==> src/rtl/oneshot_pkg.sv <==
package oneshot_pkg;

  // Strobes from control to datapath, one cycle each
  typedef struct packed {
    logic load;   // start a pulse, capture the duration
    logic clear;  // force the output low
  } ctrlStrobes_t;

endpackage

==> src/rtl/oneshot_sync.sv <==
module oneshot_sync #(
  parameter int                WIDTH   = 3,
  parameter int                STAGES  = 2,
  parameter logic [WIDTH-1:0]  RST_VAL = '0
) (
  input  logic             clk,
  input  logic             rstN,
  input  logic [WIDTH-1:0] asyncIn,
  output logic [WIDTH-1:0] syncOut
);

  logic [WIDTH-1:0] chain [STAGES];

  for (genvar s = 0; s < STAGES; s++) begin : g_stage
    always_ff @(posedge clk or negedge rstN) begin
      if (!rstN) begin
        chain[s] <= RST_VAL;
      end else if (s == 0) begin
        chain[s] <= asyncIn;
      end else begin
        chain[s] <= chain[(s == 0) ? 0 : s - 1];
      end
    end
  end

  assign syncOut = chain[STAGES-1];

endmodule

==> src/rtl/oneshot_ctrl.sv <==
module oneshot_ctrl
  import oneshot_pkg::*;
#(
  parameter int SYNC_STAGES = 2
) (
  input  logic         clk,
  input  logic         rstN,
  input  logic         trigLoN,
  input  logic         trigHi,
  input  logic         clrN,
  input  logic         busy,
  output ctrlStrobes_t strb
);

  localparam int WARM_W   = $clog2(SYNC_STAGES + 2);
  localparam int WARM_END = SYNC_STAGES + 1;

  // bit 2 = trigLoN, bit 1 = trigHi, bit 0 = clrN; idle levels on reset
  localparam logic [2:0] IDLE_LEVELS = 3'b101;

  logic [2:0] rawVec;
  logic [2:0] syncVec;
  logic [2:0] prevVec;
  logic [WARM_W-1:0] warmCnt;
  logic primed;

  logic aLvl, bLvl, cLvl;
  logic aPrev, bPrev, cPrev;
  logic bRise, aFall, cRise;
  logic armedB, armedA, armedC;
  logic trigHit;

  assign rawVec = {trigLoN, trigHi, clrN};

  oneshot_sync #(
    .WIDTH   (3),
    .STAGES  (SYNC_STAGES),
    .RST_VAL (IDLE_LEVELS)
  ) u_sync (
    .clk     (clk),
    .rstN    (rstN),
    .asyncIn (rawVec),
    .syncOut (syncVec)
  );

  // Previous synchronized levels for edge detection
  always_ff @(posedge clk or negedge rstN) begin
    if (!rstN) begin
      prevVec <= IDLE_LEVELS;
    end else begin
      prevVec <= syncVec;
    end
  end

  // Hold off edge detection until reset values have left the pipeline
  always_ff @(posedge clk or negedge rstN) begin
    if (!rstN) begin
      warmCnt <= '0;
    end else if (!primed) begin
      warmCnt <= warmCnt + 1'b1;
    end
  end

  assign primed = (warmCnt == WARM_W'(WARM_END));

  assign aLvl  = syncVec[2];
  assign bLvl  = syncVec[1];
  assign cLvl  = syncVec[0];
  assign aPrev = prevVec[2];
  assign bPrev = prevVec[1];
  assign cPrev = prevVec[0];

  assign bRise = bLvl & ~bPrev;
  assign aFall = ~aLvl & aPrev;
  assign cRise = cLvl & ~cPrev;

  assign armedB = bRise & ~aLvl & cLvl;
  assign armedA = aFall & bLvl & cLvl;
  assign armedC = cRise & ~aLvl & bLvl;

  assign trigHit = primed & (armedB | armedA | armedC);

  always_comb begin
    strb       = '0;
    strb.clear = ~cLvl;
    strb.load  = trigHit & ~busy & cLvl;
  end

endmodule

==> src/rtl/oneshot_datapath.sv <==
module oneshot_datapath
  import oneshot_pkg::*;
#(
  parameter int CNT_W = 8
) (
  input  logic             clk,
  input  logic             rstN,
  input  ctrlStrobes_t     strb,
  input  logic [CNT_W-1:0] durCycles,
  output logic             busy,
  output logic             pulse,
  output logic             pulseN
);

  logic [CNT_W-1:0] remain;
  logic [CNT_W-1:0] loadVal;
  logic             lastCycle;

  // Cycles left after the first; zero duration acts as one
  assign loadVal   = (durCycles == '0) ? '0 : durCycles - 1'b1;
  assign lastCycle = pulse & (remain == '0);

  always_ff @(posedge clk or negedge rstN) begin
    if (!rstN) begin
      pulse  <= 1'b0;
      pulseN <= 1'b1;
      remain <= '0;
    end else if (strb.clear) begin
      pulse  <= 1'b0;
      pulseN <= 1'b1;
      remain <= '0;
    end else if (strb.load) begin
      pulse  <= 1'b1;
      pulseN <= 1'b0;
      remain <= loadVal;
    end else if (lastCycle) begin
      pulse  <= 1'b0;
      pulseN <= 1'b1;
    end else if (pulse) begin
      remain <= remain - 1'b1;
    end
  end

  assign busy = pulse;

endmodule

==> src/rtl/oneshot_pulse.sv <==
module oneshot_pulse
  import oneshot_pkg::*;
#(
  parameter int CNT_W       = 8,
  parameter int SYNC_STAGES = 2
) (
  input  logic             clk,
  input  logic             rstN,
  input  logic             trigLoN,
  input  logic             trigHi,
  input  logic             clrN,
  input  logic [CNT_W-1:0] durCycles,
  output logic             pulse,
  output logic             pulseN
);

  ctrlStrobes_t strb;
  logic         busy;

  oneshot_ctrl #(
    .SYNC_STAGES (SYNC_STAGES)
  ) u_ctrl (
    .clk     (clk),
    .rstN    (rstN),
    .trigLoN (trigLoN),
    .trigHi  (trigHi),
    .clrN    (clrN),
    .busy    (busy),
    .strb    (strb)
  );

  oneshot_datapath #(
    .CNT_W (CNT_W)
  ) u_dp (
    .clk       (clk),
    .rstN      (rstN),
    .strb      (strb),
    .durCycles (durCycles),
    .busy      (busy),
    .pulse     (pulse),
    .pulseN    (pulseN)
  );

endmodule

==> config.mk <==
export PLATFORM = sky130hd
export DESIGN_NAME = oneshot_pulse
export DESIGN_NICKNAME = d
export VERILOG_FILES = /design/src/rtl/oneshot_pkg.sv /design/src/rtl/oneshot_sync.sv /design/src/rtl/oneshot_ctrl.sv /design/src/rtl/oneshot_datapath.sv /design/src/rtl/oneshot_pulse.sv
export SDC_FILE = /design/constraint.sdc
export NUM_CORES = 1
export LEC_CHECK = 0
export BUFFER_PORTS_ARGS = -buffer_cell sky130_fd_sc_hd__buf_2
export CORE_UTILIZATION = 54
export DETAILED_ROUTE_END_ITERATION = 10
export GPL_ROUTABILITY_DRIVEN = 1
export PLACE_DENSITY = 0.75
export SLEW_MARGIN = 25
export SYNTH_ARGS = -nofsm -noshare
export SYNTH_HDL_FRONTEND = slang
export SYNTH_SLANG_ARGS = --single-unit
export TNS_END_PERCENT = 30
==> constraint.sdc <==
create_clock -name clk -period 2.35 [get_ports clk]
set_input_delay 0.235 -clock clk [delete_from_list [all_inputs] [get_ports clk]]
set_output_delay 0.235 -clock clk [all_outputs]
set_load 0.01 [all_outputs]
==> results.py <==
metrics = {
    "status": {
        "status": "finished clean",
    },
    "sta": {
        "period_share_pct": 89.3,
        "final_max_slew_viol_count": 0,
        "relSlewSlack_pct": 64.6,
        "hold_violations": 0,
        "setup_viol": 0,
        "finClkSkew_ns": 0.00997,
        "rsz0062_at_grt": "false",
        "max_freq_mhz": 476,
        "tightest_slew_ns": 0.526,
        "finalSetupTns_ns": 0,
        "period_minus_slack_ns": 2.10,
    },
    "die": {
        "die_area_sq_um": 2310,
        "design.core.area_sq_um": 1980,
        "die-width_um": 48.1,
        "die_h_um": 48.1,
        "start_util_pct": 57.9,
        "ios": 15,
        "num_rows": 16,
    },
    "placement": {
        "gp_congestion": 0.916,
        "portBuffers": 14,
        "place_hpwl_mm": 1.88,
    },
    "clock_tree": {
        "htree_num_levels": 1,
        "cts_made_buffers": 3,
        "clk_latency_ns": 0.32,
        "clk_pin_slew_ns": 0.12,
        "cts_buffer_depth": 2,
        "cts_sinks": 21,
        "cts_setup_buffers": 0,
        "cts_tree": "done",
        "cts_root_buffer": "clkbuf_4",
    },
    "logic_synthesis": {
        "avgSynthCellArea_sq_um": 10.3,
        "ys_seq_elements": 21,
        "synthDominantCellAreaShare_pct": 30.5,
        "syn_nets": 129,
        "yosysUniqueCellTypes": 41,
        "synth_edf_count": 0,
        "syn-instance-count": 111,
        "synth_flop_cell": "dfrtp_1",
        "ys_async_sr_fraction_pct": 100,
        "yosys-top-cells-area": "dfrtp_1 (31%), dfstp_2 (16%), ha_1 (5.5%)",
        "yosysWarningCount": 0,
        "synth_area_leader_cell": "dfrtp_1",
        "ys_seq_area_share_pct": 46.6,
        "synthTopCellsByCount": "dfrtp_1 (14), inv_1 (9), dfstp_2 (7), nor3_1 (7), nor2_1 (6)",
        "synthesis.area_sq_um": 1150,
        "synth_most_common_cell": "dfrtp_1",
    },
    "grt": {
        "antenna_found_initial": 0,
        "grt_max_degree": 22,
        "grt_pass1_vias": 836,
        "grt_overflow": 0,
        "grt_pass1_wl_mm": 3.87,
        "grt_usage_pct": 25.7,
    },
    "detailed_routing": {
        "dr.pass1.iters": 5,
        "route.detailed.drc": 0,
        "drt-vias-per-instance": 6.32,
        "wl_per_cell_um": 15.8,
        "routed_wl_mm": 2.49,
        "ant_nets": 0,
        "num_vias": 999,
        "drtIter0Drc": 65,
    },
    "setup_path": {
        "endpoint_kind": "flop",
        "arrival_ns": 2.36,
        "worst_setup_path_start_kind": "flop",
        "worst-setup-path-type": "flop to flop",
        "crit_fanout": 5,
        "critPathRequiredTime_ns": 2.62,
    },
    "finish": {
        "nFillCells": 161,
        "areaGrowthSynthToFinish_pct": 14.4,
        "diodes": 0,
        "fin_util_pct": 66.2,
        "nNetsFinal": 150,
        "drive_gt1_share_pct": 24.4,
    },
    "power": {
        "leakagePower_uw": 0.000552,
        "ir_drop_mv": 0.396,
        "power_density_nw_per_um2": 618,
    },
    "flow_run": {
        "cap_violations": 0,
    },
    "hold_path": {
        "hold_class": "input pin to flop",
    },
}
==> metrics by stage <==
stage | setup slack [ns] | hold WS (ns) | total power (uW) | cells | cell area (sq um)
after floorplan | 0.421 | -0.0606 | 563 | 111 | 1150
after global placement | 0.390 | 0.202 | 623 | 151 | 1250
after detailed placement | 0.334 | 0.205 | 630 | 151 | 1250
after CTS | 0.291 | 0.000392 | 807 | 157 | 1300
after global routing | 0.166 | 0.0170 | 852 | 158 | 1310
final | 0.251 | 0.0241 | 811 | 158 | 1310
==> report_power, final <==
group	leakage [uW]	total, uW	internal [uW]	switching (uW)
registers	0.000247	432	395	36.8
logic	0.000287	201	92.6	109
clock network	0.0000177	178	63.8	114
==> state kept, by name, indices dropped and copies added (netlist names) <==
register,cells
u_dp.busy,1
u_dp.pulseN,1
u_ctrl.u_sync.chain,3
u_ctrl.warmCnt,2
u_ctrl.u_sync.syncOut,3
u_dp.remain,8
u_ctrl.prevVec,3
==> layer usage <==
metal | track usage [%] | share of wire [%]
met1 | 36.0 | 43
met2 | 38.1 | 46
met3 | 3.70 | 9.0
met4 | 14.4 | 2.7
met5 | 0 | 0
==> cells in the final DEF, fill, tap and decap left out, types with 3 or more instances in the layout <==
| cell | n |
|---|---|
| ha_1 | 5 |
| dfstp_2 | 7 |
| o221ai_1 | 4 |
| nand3_1 | 3 |
| o21ai_0 | 5 |
| or4_1 | 3 |
| clkbuf_4 | 3 |
| dlygate4sd3_1 | 3 |
| a221o_1 | 3 |
| buf_2 | 14 |
| dfrtp_1 | 14 |
| o2111ai_1 | 3 |
| nor2_1 | 6 |
| a21oi_1 | 4 |
| inv_1 | 9 |
| nor3_1 | 7 |
==> cell type report <==
cell class,count,area (sq um),area share (%)
multi-input combinational,78,568,43.3
clock buffer,3,22.5,1.72
sequential,21,534,40.7
inverter,9,33.8,2.57
clock inverter,1,5.00,0.381
tap,27,33.8,2.57
timing repair buffer,19,115,8.77
==> critical path, cell delays in order, from the launching register on <==
cell and delay, ns:
dfrtp_1 0.45, inv_1 0.10, ha_1 0.22, nor4bb_1 0.32, buf_4 0.17, a21boi_0 0.14, nor3_1 0.42, a221o_1 0.23
==> path summary, 6_finish.rpt <==
check,from,endpoint,slack (ns),depth (start not counted)
worst max-delay path,u_dp.remain[0],u_dp.remain[0],0.25,7
worst min-delay path,trigHi,u_ctrl.u_sync.chain[4],0.02,1
worst max register to register,u_dp.remain[0],u_dp.remain[0],0.25,7
worst min register to register,u_ctrl.u_sync.chain[5],u_ctrl.u_sync.syncOut[2],0.36,0
max in group asynchronous,rstN,u_ctrl.u_sync.syncOut[0],1.62,2
min in group asynchronous,rstN,u_dp.remain[7],0.38,2
==> kinds of logic after synthesis <==
kind of cell    share of synthesized area (%)
compound gates                           19.3
xor+xnor                                 3.05
fa+ha+maj                                5.45
buf+inv                                  3.93
flops                                    46.6
mux                                     0.981
simple gates                             20.7
==> timing repair <==
| item | 4_1_cts | 5_1_grt |
|---|---|---|
| hold buffers | 2 | 1 |
| hold endpoints to repair | 15 | 1 |
| resized for setup | 0 | 0 |
| endpoints found under the setup margin | 0 | 0 |
(Power assumes the default switching activity.)
